==> src/rtl/fpc_pkg.sv <==
package fpc_pkg;
    localparam int SP_W       = 32;
    localparam int SP_EXP_W   = 8;
    localparam int SP_MAN_W   = 23;
    localparam int DP_W       = 64;
    localparam int DP_EXP_W   = 11;
    localparam int DP_MAN_W   = 52;
    localparam int MAN_DROP   = DP_MAN_W - SP_MAN_W;          // 29
    localparam int BIAS_DIFF  = 1023 - 127;                   // 896
    localparam int SP_EMAX    = (1 << SP_EXP_W) - 2;          // 254

    localparam logic [DP_W-1:0] DP_QNAN = 64'h7FF8_0000_0000_0000;
    localparam logic [SP_W-1:0] SP_QNAN = 32'h7FC0_0000;

    typedef struct packed {
        logic            vld;
        logic [DP_W-1:0] res;
    } fpc_state_t;
endpackage

==> src/rtl/fpc_msb.sv <==
module fpc_msb #(
    parameter int W  = 23,
    parameter int IW = $clog2(W)
) (
    input  logic [W-1:0]  vec,
    output logic [IW-1:0] pos
);
    always_comb begin
        pos = '0;
        for (int i = 0; i < W; i++) begin
            if (vec[i]) pos = IW'(i);
        end
    end
endmodule

==> src/rtl/fpc_widen.sv <==
module fpc_widen
    import fpc_pkg::*;
(
    input  logic [SP_W-1:0] src,
    input  logic            dflt_nan,
    output logic [DP_W-1:0] dst
);
    localparam int PW = $clog2(SP_MAN_W);

    logic                sgn;
    logic [SP_EXP_W-1:0] bexp;
    logic [SP_MAN_W-1:0] frac;
    logic [PW-1:0]       top_pos;
    logic [SP_MAN_W-1:0] norm_frac;
    logic [DP_EXP_W-1:0] sub_exp;

    assign sgn  = src[SP_W-1];
    assign bexp = src[SP_W-2 -: SP_EXP_W];
    assign frac = src[SP_MAN_W-1:0];

    fpc_msb #(.W(SP_MAN_W), .IW(PW)) u_msb (
        .vec (frac),
        .pos (top_pos)
    );

    // Leading one shifted out above bit 22; exponent of 2^(pos-149).
    assign norm_frac = frac << (PW'(SP_MAN_W) - top_pos);
    assign sub_exp   = DP_EXP_W'(BIAS_DIFF - 22) + DP_EXP_W'(top_pos);

    always_comb begin
        if (bexp == '1) begin
            if (frac != '0)
                dst = dflt_nan ? DP_QNAN
                               : {sgn, {DP_EXP_W{1'b1}}, 1'b1, frac[SP_MAN_W-2:0], {MAN_DROP{1'b0}}};
            else
                dst = {sgn, {DP_EXP_W{1'b1}}, {DP_MAN_W{1'b0}}};
        end else if (bexp == '0) begin
            if (frac == '0)
                dst = {sgn, {(DP_W-1){1'b0}}};
            else
                dst = {sgn, sub_exp, norm_frac, {MAN_DROP{1'b0}}};
        end else begin
            dst = {sgn, DP_EXP_W'(bexp) + DP_EXP_W'(BIAS_DIFF), frac, {MAN_DROP{1'b0}}};
        end
    end
endmodule

==> src/rtl/fpc_narrow.sv <==
module fpc_narrow
    import fpc_pkg::*;
(
    input  logic [DP_W-1:0] src,
    input  logic            dflt_nan,
    output logic [SP_W-1:0] dst
);
    logic                      sgn;
    logic [DP_EXP_W-1:0]       bexp;
    logic [DP_MAN_W-1:0]       frac;
    logic [SP_MAN_W-1:0]       keep;
    logic                      guard_b;
    logic                      sticky_b;
    logic                      rnd_up;
    logic [SP_EXP_W-1:0]       rebias;
    logic [SP_W-2:0]           packed_mag;

    assign sgn      = src[DP_W-1];
    assign bexp     = src[DP_W-2 -: DP_EXP_W];
    assign frac     = src[DP_MAN_W-1:0];
    assign keep     = frac[DP_MAN_W-1 -: SP_MAN_W];
    assign guard_b  = frac[MAN_DROP-1];
    assign sticky_b = |frac[MAN_DROP-2:0];
    assign rnd_up   = guard_b & (sticky_b | keep[0]);
    assign rebias   = bexp[SP_EXP_W-1:0] - SP_EXP_W'(BIAS_DIFF);
    // Mantissa carry ripples straight into the exponent field.
    assign packed_mag = {rebias, keep} + (SP_W-1)'(rnd_up);

    always_comb begin
        if (bexp == '1) begin
            if (frac != '0)
                dst = dflt_nan ? SP_QNAN
                               : {sgn, {SP_EXP_W{1'b1}}, 1'b1, frac[DP_MAN_W-2 -: SP_MAN_W-1]};
            else
                dst = {sgn, {SP_EXP_W{1'b1}}, {SP_MAN_W{1'b0}}};
        end else if (bexp < DP_EXP_W'(BIAS_DIFF + 1)) begin
            dst = {sgn, {(SP_W-1){1'b0}}};
        end else if (bexp > DP_EXP_W'(BIAS_DIFF + SP_EMAX)) begin
            dst = {sgn, {SP_EXP_W{1'b1}}, {SP_MAN_W{1'b0}}};
        end else begin
            dst = {sgn, packed_mag};
        end
    end
endmodule

==> src/rtl/fp_width_conv.sv <==
module fp_width_conv
    import fpc_pkg::*;
(
    input  logic            clk,
    input  logic            rst_n,
    input  logic            in_valid,
    input  logic            in_narrow,
    input  logic            in_dflt_nan,
    input  logic [DP_W-1:0] in_op,
    output logic            out_valid,
    output logic [DP_W-1:0] out_res
);
    logic [DP_W-1:0] wide_res;
    logic [SP_W-1:0] slim_res;
    fpc_state_t      st_d, st_q;

    fpc_widen u_widen (
        .src      (in_op[SP_W-1:0]),
        .dflt_nan (in_dflt_nan),
        .dst      (wide_res)
    );

    fpc_narrow u_narrow (
        .src      (in_op),
        .dflt_nan (in_dflt_nan),
        .dst      (slim_res)
    );

    always_comb begin
        st_d     = st_q;
        st_d.vld = in_valid;
        if (in_valid)
            st_d.res = in_narrow ? {{(DP_W-SP_W){1'b0}}, slim_res} : wide_res;
    end

    always_ff @(posedge clk or negedge rst_n) begin
        if (!rst_n) st_q <= '0;
        else        st_q <= st_d;
    end

    assign out_valid = st_q.vld;
    assign out_res   = st_q.res;
endmodule

==> config.mk <==
export PLATFORM = sky130hd
export DESIGN_NAME = fp_width_conv
export DESIGN_NICKNAME = d
export VERILOG_FILES = /design/src/rtl/fpc_pkg.sv /design/src/rtl/fpc_msb.sv /design/src/rtl/fpc_widen.sv /design/src/rtl/fpc_narrow.sv /design/src/rtl/fp_width_conv.sv
export SDC_FILE = /design/constraint.sdc
export NUM_CORES = 1
export LEC_CHECK = 0
export ABC_AREA = 1
export BUFFER_PORTS_ARGS = -buffer_cell sky130_fd_sc_hd__buf_2
export CORE_ASPECT_RATIO = 0.6
export CORE_MARGIN = 2
export CORE_UTILIZATION = 47
export CTS_CLUSTER_DIAMETER = 30
export DETAILED_ROUTE_END_ITERATION = 10
export GPL_ROUTABILITY_DRIVEN = 0
export PLACE_DENSITY = 0.84
export SLEW_MARGIN = 40
export SYNTH_ARGS = -nofsm -noshare
export SYNTH_HDL_FRONTEND = slang
export SYNTH_SLANG_ARGS = --single-unit
==> constraint.sdc <==
create_clock -name clk -period 2.1 [get_ports clk]
set_clock_uncertainty 0.2 [all_clocks]
set_input_delay 0.42 -clock clk [delete_from_list [all_inputs] [get_ports clk]]
set_output_delay 0.42 -clock clk [all_outputs]
set_load 0.005 [all_outputs]
==> impl_metrics.ini, run 1 <==
[floorplan]
fp-row-count = 30
initial_core_util_pct = 48.6
io_pins = 134
die_w_um = 144
die_y_um = 88.0

[synthesis]
synthFlopType = dfrtp_1
synth_top_area_share_pct = 29.0
synth_nets = 947
yosysSeqAreaShare_pct = 29.0
synth_top_family_by_area = simple AND/OR/NAND/NOR gates
synthAdderAreaFrac_pct = 1.13
synth-seq-cells = 64
synth-xor-area-share_pct = 1.11
postSynth.asyncResetShare_pct = 100
synth_mux_area_share_pct = 0
ys_warn_count = 0
avgSynthCellArea_um2 = 6.33
synth.distinct_cells = 44
synth_compound_area_share_pct = 19.0
synth-simple-area-share_pct = 40.5
yosys.area.top_type = dfrtp_1
syn_inst = 873
yosys-top-cells-area = dfrtp_1 29%, nand2_1 16%, nand3_1 13%, o21ai_0 6.1%, inv_1 5.3%
synth_edf_count = 0
synth_area_mm2 = 0.00553

[placement]
hpwl_um = 16800
place_ws_ns = -2.01
port-buffer-count = 133

[status]
error = [ERROR GRT-0232] Routing congestion too high. Check the congestion heatmap in the GUI.
flow.stopped_at = global routing (5_1_grt)
status = stopped before the end

[clock_tree]
clockRootBuffer = clkbuf_16
cts_buffers = 9
cts.sinks = 64
cts_buffer_depth = 2
htreeDepth = 3

[global_route]
globalRouteOverflowTotal = 31
grt_usage_pct = 78.0
grt_start_max_net_pins = 65

[timing]
grt-worst-endpoint = out_res[30]$_DFFE_PN0P_/D
worstEpCategory = register input
-- cells by family after synthesis --
family	count (synthesis)
DFF	64
and+or+nand+nor	481
AOI/OAI and AO/OA	182
adders and majority gates	5
xor gates and xnor gates	7
buffers and inverters	134
-- layer usage --
| layer | GRT usage, % | overflow |
|---|---|---|
| met5 | 22.6 | 0 |
| met4 | 76.5 | 17 |
| met3 | 67.7 | 1 |
| met2 | 92.6 | 13 |
| met1 | 78.5 | 0 |
-- per-stage QoR --
step | std cells | utilization (%) | cell area, um2 | TNS [ns] | hold slack [ns]
after floorplan | 873 | - | 5690 | -32.53 | -0.0756
after global placement | 1293 | 67.7 | 7700 | -62.95 | 0.257
after detailed placement | 1293 | 67.7 | 7700 | -66.38 | 0.258
after CTS | 1384 | 85.1 | 9680 | -46.18 | 0.0177
-- synthesized netlist by cell type, drive strengths merged, types with 12 or more instances --
cell    instances
nor3           20
nor4           12
o21ai          87
nand3         145
nor2           46
a32o           13
inv            88
nand2         236
nand4          18
clkbuf         34
dfrtp          64
a21oi          52
-- timing repair --
action                                 in CTS
endpoints found under the hold margin      64
gates cloned                                3
hold buffers                                1
setup endpoints to repair                  59
setup buffers                              85
pin swaps                                 106
resized for setup                         256
==> run 2: changes to the inputs <==
CORE_ASPECT_RATIO = default   (was 0.6)
CORE_UTILIZATION = 32   (was 47)
CTS_CLUSTER_DIAMETER = default   (was 30)
PLACE_DENSITY = default   (was 0.84)
PLACE_DENSITY_LB_ADDON = 0.15   (was default)
==> run 2 against run 1 <==
Effect of this change:
- the flow now finishes, with violations (negative setup slack)
- area after synthesis unchanged
- synthesized cell count stayed put
==> impl_metrics.ini, run 2 <==
[status]
status = complete, but fails checks
failed_checks = negative setup slack

[timing]
slew_headroom_pct = 54.0
tns_ns = -44.60
rsz0062_at_grt = true
worstMarginPinSlew_ns = 0.690
period_share_pct = 164
fin_crit_ns = 3.45
fin_hold_ws_ns = 0.0275
drv_slew = 0
final_hold_viol_count = 0
fmax_ghz = 0.290
setup_viol_count_final = 57
final.setup.worst_slack_ns = -1.35

[synthesis]
synth_top_area_share_pct = 29.0
synth-xor-area-share_pct = 1.11
synth_area_mm2 = 0.00553
synthFlopType = dfrtp_1
yosys.area.top_type = dfrtp_1
synth_nets = 947
synth-seq-cells = 64
synth_most_common_cell = nand2_1
synth_compound_area_share_pct = 19.0
synthAdderAreaFrac_pct = 1.13
synthTopCellsByCount = 233 x nand2_1, 141 x nand3_1, 78 x inv_1
syn_inst = 873
synth_edf_count = 0
postSynth.asyncResetShare_pct = 100
yosysSeqAreaShare_pct = 29.0
yosys-top-cells-area = dfrtp_1 29%, nand2_1 16%, nand3_1 13%, o21ai_0 6.1%, inv_1 5.3%
synth_top_family_by_area = simple AND/OR/NAND/NOR gates
synth_mux_area_share_pct = 0
ys_warn_count = 0
synth-simple-area-share_pct = 40.5
synth.distinct_cells = 44
avgSynthCellArea_um2 = 6.33

[worst_setup_path]
crit_path_start_kind = input port
endpoint_kind = register
arrival_ns = 3.46
startpoint = in_op[22]
required_ns = 2.12
crit_type = input port to register
worstPathMaxFanout = 4
timing.rr.start = out_res[31]

[global_route]
grt_pass1_vias = 7122
antenna_found_initial = 2
grt_usage_pct = 26.2
globalRouteOverflowTotal = 0
grt_start_max_net_pins = 65
grt_pass1_wl_um = 37700

[routing]
viasPerCell = 5.32
route.detailed.drc = 0
routedWlPerCell_um = 17.2
dr.pass1.iters = 5
routed.top_layer = met4
wl_met3_um = 1890
m1WireLength_um = 11000
drt_iter0_drc = 550
vias = 7705
wl_met2_um = 11400
route.antenna.remaining_nets = 0
wl_um = 24900

[pwr]
power_uw = 4750
power.density_mw_per_mm2 = 455
ir_worst_vdd_mv = 0.439
leakage_uw = 0.00513

[floorplan]
initial_core_util_pct = 32.3
fp-row-count = 48
die_w_um = 135
core_area_mm2 = 0.0171
io_pins = 134
die_y_um = 135
die-area_mm2 = 0.0183

[final_layout]
layout_common_cells = 198 x buf_4, 167 x nand2_1, 117 x buf_2
fin_cells = 1449
nets = 1291
drive_gt1_share_pct = 54.0
layout_commonest_cell = buf_4
areaGrowthSynthToFinish_pct = 89.0
largest_reg_flops = 63

[clock_tree]
cts.clk_slew.worst_paths_ns = 0.06
cts_tree = yes
cts_buffers = 9
cts_buffer_depth = 2
clockRootBuffer = clkbuf_16
cts.sinks = 64
htreeDepth = 3
clock_latency_ns = 0.35

[hold_path]
hold_start = in_valid
hold_class = input port to register

[placement]
place_inst = 1377
port-buffer-count = 133
hpwl_um = 16800

[flow_run]
maxCapViolCount = 0
run 2: final timing paths:
check	end	slack, ns	cells past startpoint
worst max-delay path	out_res[30]	-1.35	28
worst min-delay path	out_valid	0.03	1
worst max register to register	out_res[31]	1.13	2
worst min register to register	out_res[39]	0.27	2
max in group asynchronous	out_res[54]	0.98	3
min in group asynchronous	out_res[24]	0.42	3
run 2: logic make-up after synthesis:
family,Yosys count
compound gates,182
xor+xnor,7
fa+ha+maj,5
buf+inv,134
flops,64
simple gates,481
run 2: final cells by class:
| class | instances | area, um2 |
|---|---|---|
| repair buffers | 374 | 2940 |
| fillers | 1515 | 6670 |
| clock inverters | 7 | 118 |
| flip-flops and latches | 64 | 1600 |
| clock buffers | 9 | 225 |
| well taps | 225 | 282 |
| diodes | 2 | 5.00 |
| multi-input cells | 675 | 4860 |
| inverters | 93 | 410 |
run 2: timing repair:
item                                    4_1_cts  5_1_grt
endpoints found under the setup margin       60       61
pin swaps                                    91      124
gates cloned                                  6        1
setup buffers                                34       27
hold buffers                                  1        0
resized for setup                           210      170
hold endpoints to repair                     64        0
run 2: stage by stage:
step	setup WS (ns)	instance area, um2	utilization (%)
detailed placement	-1.84	7970	46.6
global route	-1.62	10400	61.0
global placement	-1.73	7970	46.6
finish	-1.35	10400	61.0
floorplan	-1.39	5690	-
CTS	-1.28	9580	56.0
run 2: worst max-delay path: stages:
cell and delay [ns]:
buf_12 0.10, clkinv_16 0.04, nand2_4 0.06, inv_4 0.04
nand2_4 0.05, inv_2 0.04, nand4_1 0.09, nor3_2 0.06
a21oi_1 0.16, ha_2 0.23, ha_4 0.15, nand3_4 0.07
nor2_4 0.10, nand2_2 0.07, nor2_2 0.09, nand2_2 0.08
nor2_4 0.13, nand4_4 0.11, nor3_4 0.23, nand3_2 0.13
nor2_2 0.11, nand4_1 0.14, nor2_2 0.15, nand2_2 0.12
clkinv_4 0.08, a21oi_2 0.05, o311ai_1 0.23, nand3_1 0.12
run 2: power by group:
group          switching [uW]  leakage [uW]  total [uW]  internal, uW
logic                     889       0.00411        1610           722
clock network             604      0.000170        1770          1160
registers                51.3      0.000845        1370          1320
run 2: metal layers:
layer  up-vias  GRT usage, %
li1       3700             -
met1      3602          37.6
met2       344          41.1
met3        59          4.23
met4         0          6.48
met5         -             0
Note: power is estimated with default switching activity, not from simulation.
==> run 3: changes to the inputs <==
CORE_UTILIZATION = 26   (was 32)
==> run 3 against run 2 <==
Effect of this change:
- the run still ends with negative setup slack left
- largest cell class unchanged
- maximum frequency up 3.7%
- largest power group is now combinational cells
- critical path depth unchanged
- clock-buffer cell count unchanged
==> impl_metrics.ini, run 3 (same netlist as run 2, synthesis figures left out) <==
[global_route]
grt_start_max_net_pins = 65
use_met1_pct = 33.3
use_met3_pct = 4.12
grt_usage_pct = 23.0
grt_pass1_vias = 7444
grt_pass1_wl_um = 40400
globalRouteOverflowTotal = 0
use_met2_pct = 34.4
antenna_found_initial = 4
gr-max-usage-layer = met2

[clock_tree]
htreeDepth = 3
cts_buffer_depth = 2
clock_latency_ns = 0.35
cts_buffers = 9
cts.sinks = 64
clockRootBuffer = clkbuf_16
cts.clk_slew.worst_paths_ns = 0.06
cts_tree = yes

[worst_setup_path]
required_ns = 2.12
worstRegToRegCells = 2
cp_slowest_cell = ha_2
crit_family = simple AND/OR/NAND/NOR gates
crit_path_start_kind = input port
cp_slowest_stage_delay_ns = 0.22
path_depth = 28
arrival_ns = 3.34
crit_buf_inv = 5
endpoint_kind = register
worstPathMaxFanout = 4
crit_type = input port to register

[pwr]
ir_worst_vdd_mv = 0.372
p_clk_share_pct = 35.1
p_seq_share_pct = 28.5
leakage_uw = 0.00524
power.density_mw_per_mm2 = 439
power_uw = 4810
combPwrFrac_pct = 36.3
p_int_uw = 3160
power.switching_uw = 1650
sw_frac_of_total_pct = 34.3

[status]
failed_checks = negative setup slack
status = complete, but fails checks

[hold_path]
worst_hold_path.num_cells = 1
hold_class = input port to register

[final_layout]
areaGrowthSynthToFinish_pct = 98.2
final_area_mm2 = 0.0110
largest_reg_flops = 63
multi_input_area_mm2 = 0.00519
nets = 1306
layout_commonest_cell = buf_4
layout_common_cells = 207 x buf_4, 153 x nand2_1, 119 x buf_2
regArea_mm2 = 0.00160
fillCellCount = 2000
drive_gt1_share_pct = 57.9

[routing]
dr.pass1.iters = 5
routedWlPerCell_um = 17.7
viasPerCell = 5.06
drt_iter0_drc = 439
route.detailed.drc = 0
vias = 7669
route.antenna.remaining_nets = 0
wl_um = 26800

[floorplan]
die_y_um = 150
fp-row-count = 53
initial_core_util_pct = 26.4
core_area_mm2 = 0.0210
die-area_mm2 = 0.0224
die_w_um = 150
io_pins = 134

[placement]
dpl_cell_area_mm2 = 0.00798
place_ws_ns = -1.88
hpwl_um = 18600
port-buffer-count = 133

[timing]
drv_slew = 0
period_share_pct = 158
fmax_ghz = 0.301
worstMarginPinSlew_ns = 0.693
tns_ns = -43.56
fin_crit_ns = 3.32
slew_headroom_pct = 53.8
rsz0062_at_grt = true
final_hold_viol_count = 0
final.setup.worst_slack_ns = -1.22
setup_viol_count_final = 58

[flow_run]
maxCapViolCount = 0
-- run 3: cell types whose count changed in the layout (fill, tap and decap cells not counted), sizes merged --
cell | previous run | this run
inv | 89 | 88
clkbuf | 10 | 9
bufinv | 3 | 2
bufbuf | 1 | 0
buf | 371 | 388
clkinv | 7 | 9
diode | 2 | 4
-- run 3: worst paths after layout --
check | slack (ns) | to | from
min in group asynchronous | 0.41 | out_res[35] | rst_n
max | -1.22 | out_res[30] | in_op[22]
max reg2reg | 1.13 | out_res[31] | out_res[31]
min | 0.02 | out_valid | in_valid
min reg2reg | 0.26 | out_res[40] | out_res[40]
max in group asynchronous | 0.97 | out_res[47] | rst_n
-- run 3: power groups by stage --
stage / clock network, uW / registers (uW) / logic (uW)
6_report: 1690 / 1370 / 1750
5_1_grt: 1780 / 1380 / 1880
4_1_cts: 1730 / 1370 / 1400
3_5_place_dp: 0 / 1390 / 1150
3_3_place_gp: 0 / 1390 / 1160
2_1_floorplan: 0 / 1390 / 518
-- run 3: metal layers --
layer / routed length, um / up-vias
met4: 710 / 2
met1: 12400 / 3627
met5: 11 / -
met3: 1550 / 55
met2: 12100 / 250
li1: - / 3735
-- run 3: area by class of cell --
cell class                      instances  area share [%]
Antenna cell                            4          0.0914
Inverter                               93            3.75
Multi-Input combinational cell        675            47.4
Clock buffer                            9            2.06
Tap cell                              275            3.14
Timing Repair Buffer                  389            28.0
Clock inverter                          7           0.948
Sequential cell                        64            14.6
-- run 3: per-stage QoR --
| stage | hold slack [ns] | util (%) | instances |
|---|---|---|---|
| 2_1_floorplan | -0.0756 | - | 873 |
| 3_3_place_gp | 0.259 | 38.1 | 1425 |
| 3_5_place_dp | 0.261 | 38.1 | 1425 |
| 4_1_cts | 0.00448 | 45.9 | 1488 |
| 5_1_grt | 0.00807 | 52.2 | 1514 |
| 6_report | 0.0153 | 52.3 | 1516 |
-- run 3: what timing repair did --
item,in CTS,in global routing
hold buffers,1,0
setup buffers,52,38
gates cloned,3,1
setup endpoints to repair,59,62
hold endpoints to repair,64,0
gates resized for setup,205,267
pin swaps,79,148
==> run 4: changes to the inputs <==
SYNTH_HIERARCHICAL = 1   (was default)
==> run 4 against run 3 <==
Effect of this change:
- the run still ends with negative setup slack left
- routed wire length grew 4.4%
- non-clock buffer count shrank 98
- clock power shrank 9%
- combinational power shrank 7%
- final cell count grew 26%
- critical path type unchanged
- clock-buffer cell count grew 3
- worst hold slack gained 0.25 ns
- global-route usage shrank 3.7 points
- area after synthesis grew 33%
- utilization shrank 15 points
- power shrank 4.4%
- sequential power grew 5%
==> impl_metrics.ini, run 4 <==
[routing]
route.detailed.drc = 0
drt_iter0_drc = 558
dr.pass1.iters = 6
route.antenna.remaining_nets = 0
wl_um = 28000
viasPerCell = 4.43
routedWlPerCell_um = 14.7
vias = 8452

[worst_setup_path]
arrival_ns = 2.77
crit_path_start_kind = input port
cp_slowest_cell = a21oi_4
crit_buf_inv = 5
worstPathMaxFanout = 10
required_ns = 2.13
crit_type = input port to register
endpoint_kind = register
crit_family = simple AND/OR/NAND/NOR gates
cp_slowest_stage_delay_ns = 0.19
cp_common_cell = nand2_1

[synthesis]
postSynth.asyncResetShare_pct = 100
yosys.area.top_type = nand2_1
synth.distinct_cells = 46
synth_area_mm2 = 0.00736
synth_edf_count = 0
avgSynthCellArea_um2 = 5.80
synthTopCellsByCount = 506 x nand2_1, 200 x nand3_1, 153 x inv_1
synthFlopType = dfrtp_1
synth-seq-cells = 65
synth_top_area_share_pct = 25.8
ys_warn_count = 6
syn_inst = 1269
yosys-top-cells-area = nand2_1 26%, dfrtp_1 22%, nand3_1 14%, inv_1 7.8%, nor2_1 5.2%
yosysSeqAreaShare_pct = 22.1
synth_most_common_cell = nand2_1

[global_route]
grt_start_max_net_pins = 66
grt_pass1_wl_um = 44600
antenna_found_initial = 2
globalRouteOverflowTotal = 0
grt_pass1_vias = 8196
grt_usage_pct = 19.3

[floorplan]
core_area_mm2 = 0.0279
io_pins = 134
die-area_mm2 = 0.0297
fp-row-count = 61
die_w_um = 172
initial_core_util_pct = 26.4
die_y_um = 172

[timing]
fin_crit_ns = 2.74
rsz0062_at_grt = true
drv_slew = 0
setup_viol_count_final = 30
final_hold_viol_count = 0
fmax_ghz = 0.365
tns_ns = -15.39
final.setup.worst_slack_ns = -0.642
fin_hold_ws_ns = 0.270
period_share_pct = 131

[pwr]
power.density_mw_per_mm2 = 440
leakage_uw = 0.00555
ir_worst_vdd_mv = 0.276
power_uw = 4600

[final_layout]
nets = 1594
final_area_mm2 = 0.0104
regArea_mm2 = 0.00163
fillCellCount = 3093
largest_reg_flops = 64
layout_common_cells = 463 x nand2_1, 149 x inv_1, 132 x nand3_1
layout_commonest_cell = nand2_1
areaGrowthSynthToFinish_pct = 41.8
drive_gt1_share_pct = 33.7
multi_input_area_mm2 = 0.00519

[clock_tree]
clockRootBuffer = clkbuf_16
cts_buffers = 9
cts.sinks = 65
cts.clk_slew.worst_paths_ns = 0.06
clock_latency_ns = 0.33
htreeDepth = 3
cts_tree = yes
cts_buffer_depth = 2

[hold_path]
hold_class = register to register

[flow_run]
maxCapViolCount = 0

[placement]
hpwl_um = 21500
dpl_cell_area_mm2 = 0.00930
place_ws_ns = -1.11
port-buffer-count = 133

[status]
status = complete, but fails checks
failed_checks = negative setup slack
==> run 4: cell count changes after synthesis, sizes merged, moves of 28 or more <==
| cell | change |
|---|---|
| o21ai | -50 |
| buf | +65 |
| nand3 | +70 |
| nand2 | +280 |
| clkbuf | -28 |
| a21oi | -40 |
| nor2 | +71 |
| inv | +82 |
==> run 4: per-stage QoR <==
step | std cells | utilization (%)
final | 1906 | 37.5
after global routing | 1905 | 37.5
after CTS | 1891 | 36.1
after detailed placement | 1865 | 33.4
after global placement | 1865 | 33.4
after floorplan | 1297 | -
==> run 4: layout make-up <==
| cell class | instances | share of cell area [%] |
|---|---|---|
| Inverter | 175 | 7.03 |
| Timing Repair Buffer | 291 | 20.3 |
| Tap cell | 378 | 4.53 |
| Clock inverter | 4 | 0.503 |
| Sequential cell | 65 | 15.6 |
| Multi-Input combinational cell | 979 | 49.7 |
| Clock buffer | 12 | 2.26 |
| Antenna cell | 2 | 0.0479 |
==> run 4: kinds of logic (layout without fill, tap and decap cells) <==
logic type                 Yosys count  count (layout)  share of synthesized area [%]
and+or+nand+nor                    871             871                           52.2
buffers and inverters              253             482                           18.0
DFF                                 65              65                           22.1
AOI/OAI and AO/OA                   57              57                           4.86
xor gates and xnor gates            18              18                           2.14
adders and majority gates            4               4                          0.680
other                                1              31                         0.0509
==> run 4: per-layer routing <==
layer | track usage (%) | part of all wire [%] | vias to the layer above
met1 | 28.8 | 51 | 3768
met3 | 3.39 | 5.8 | 38
met2 | 28.4 | 41 | 251
met4 | 4.75 | 2.1 | 0
li1 | - | - | 4395
met5 | 0 | 0 | -
==> run 4: worst reg2reg max path: stages, from the launching register on <==
cell     delay [ns]
dfrtp_1        0.43
nand2_1        0.09
nand2_1        0.05
==> run 4: timing repair <==
action                     4_1_cts  5_1_grt
setup endpoints to repair       30       32
setup buffers                    8       14
hold buffers                     1        0
resized for setup              100       70
cloned                           1        0
pin swaps                       42       28
hold endpoints to repair        65        0
==> run 4: path summary, 6_finish.rpt <==
kind | slack [ns] | cells after the start | startpoint | endpoint
setup / recovery | -0.64 | 35 | in_op[2] | out_res[47]
hold / removal | 0.27 | 2 | out_res[28] | out_res[28]
setup reg to reg | 1.22 | 2 | out_res[48] | out_res[48]
hold reg to reg | 0.27 | 2 | out_res[28] | out_res[28]
max in group asynchronous | 0.92 | 3 | rst_n | out_res[56]
min in group asynchronous | 0.42 | 3 | rst_n | out_res[16]
==> run 4: power breakdown <==
| group | switching, uW | leakage, uW | internal (uW) | total (uW) |
|---|---|---|---|---|
| clock | 606 | 0.000141 | 926 | 1530 |
| combinational | 949 | 0.00459 | 679 | 1630 |
| sequential | 70.1 | 0.000822 | 1370 | 1440 |
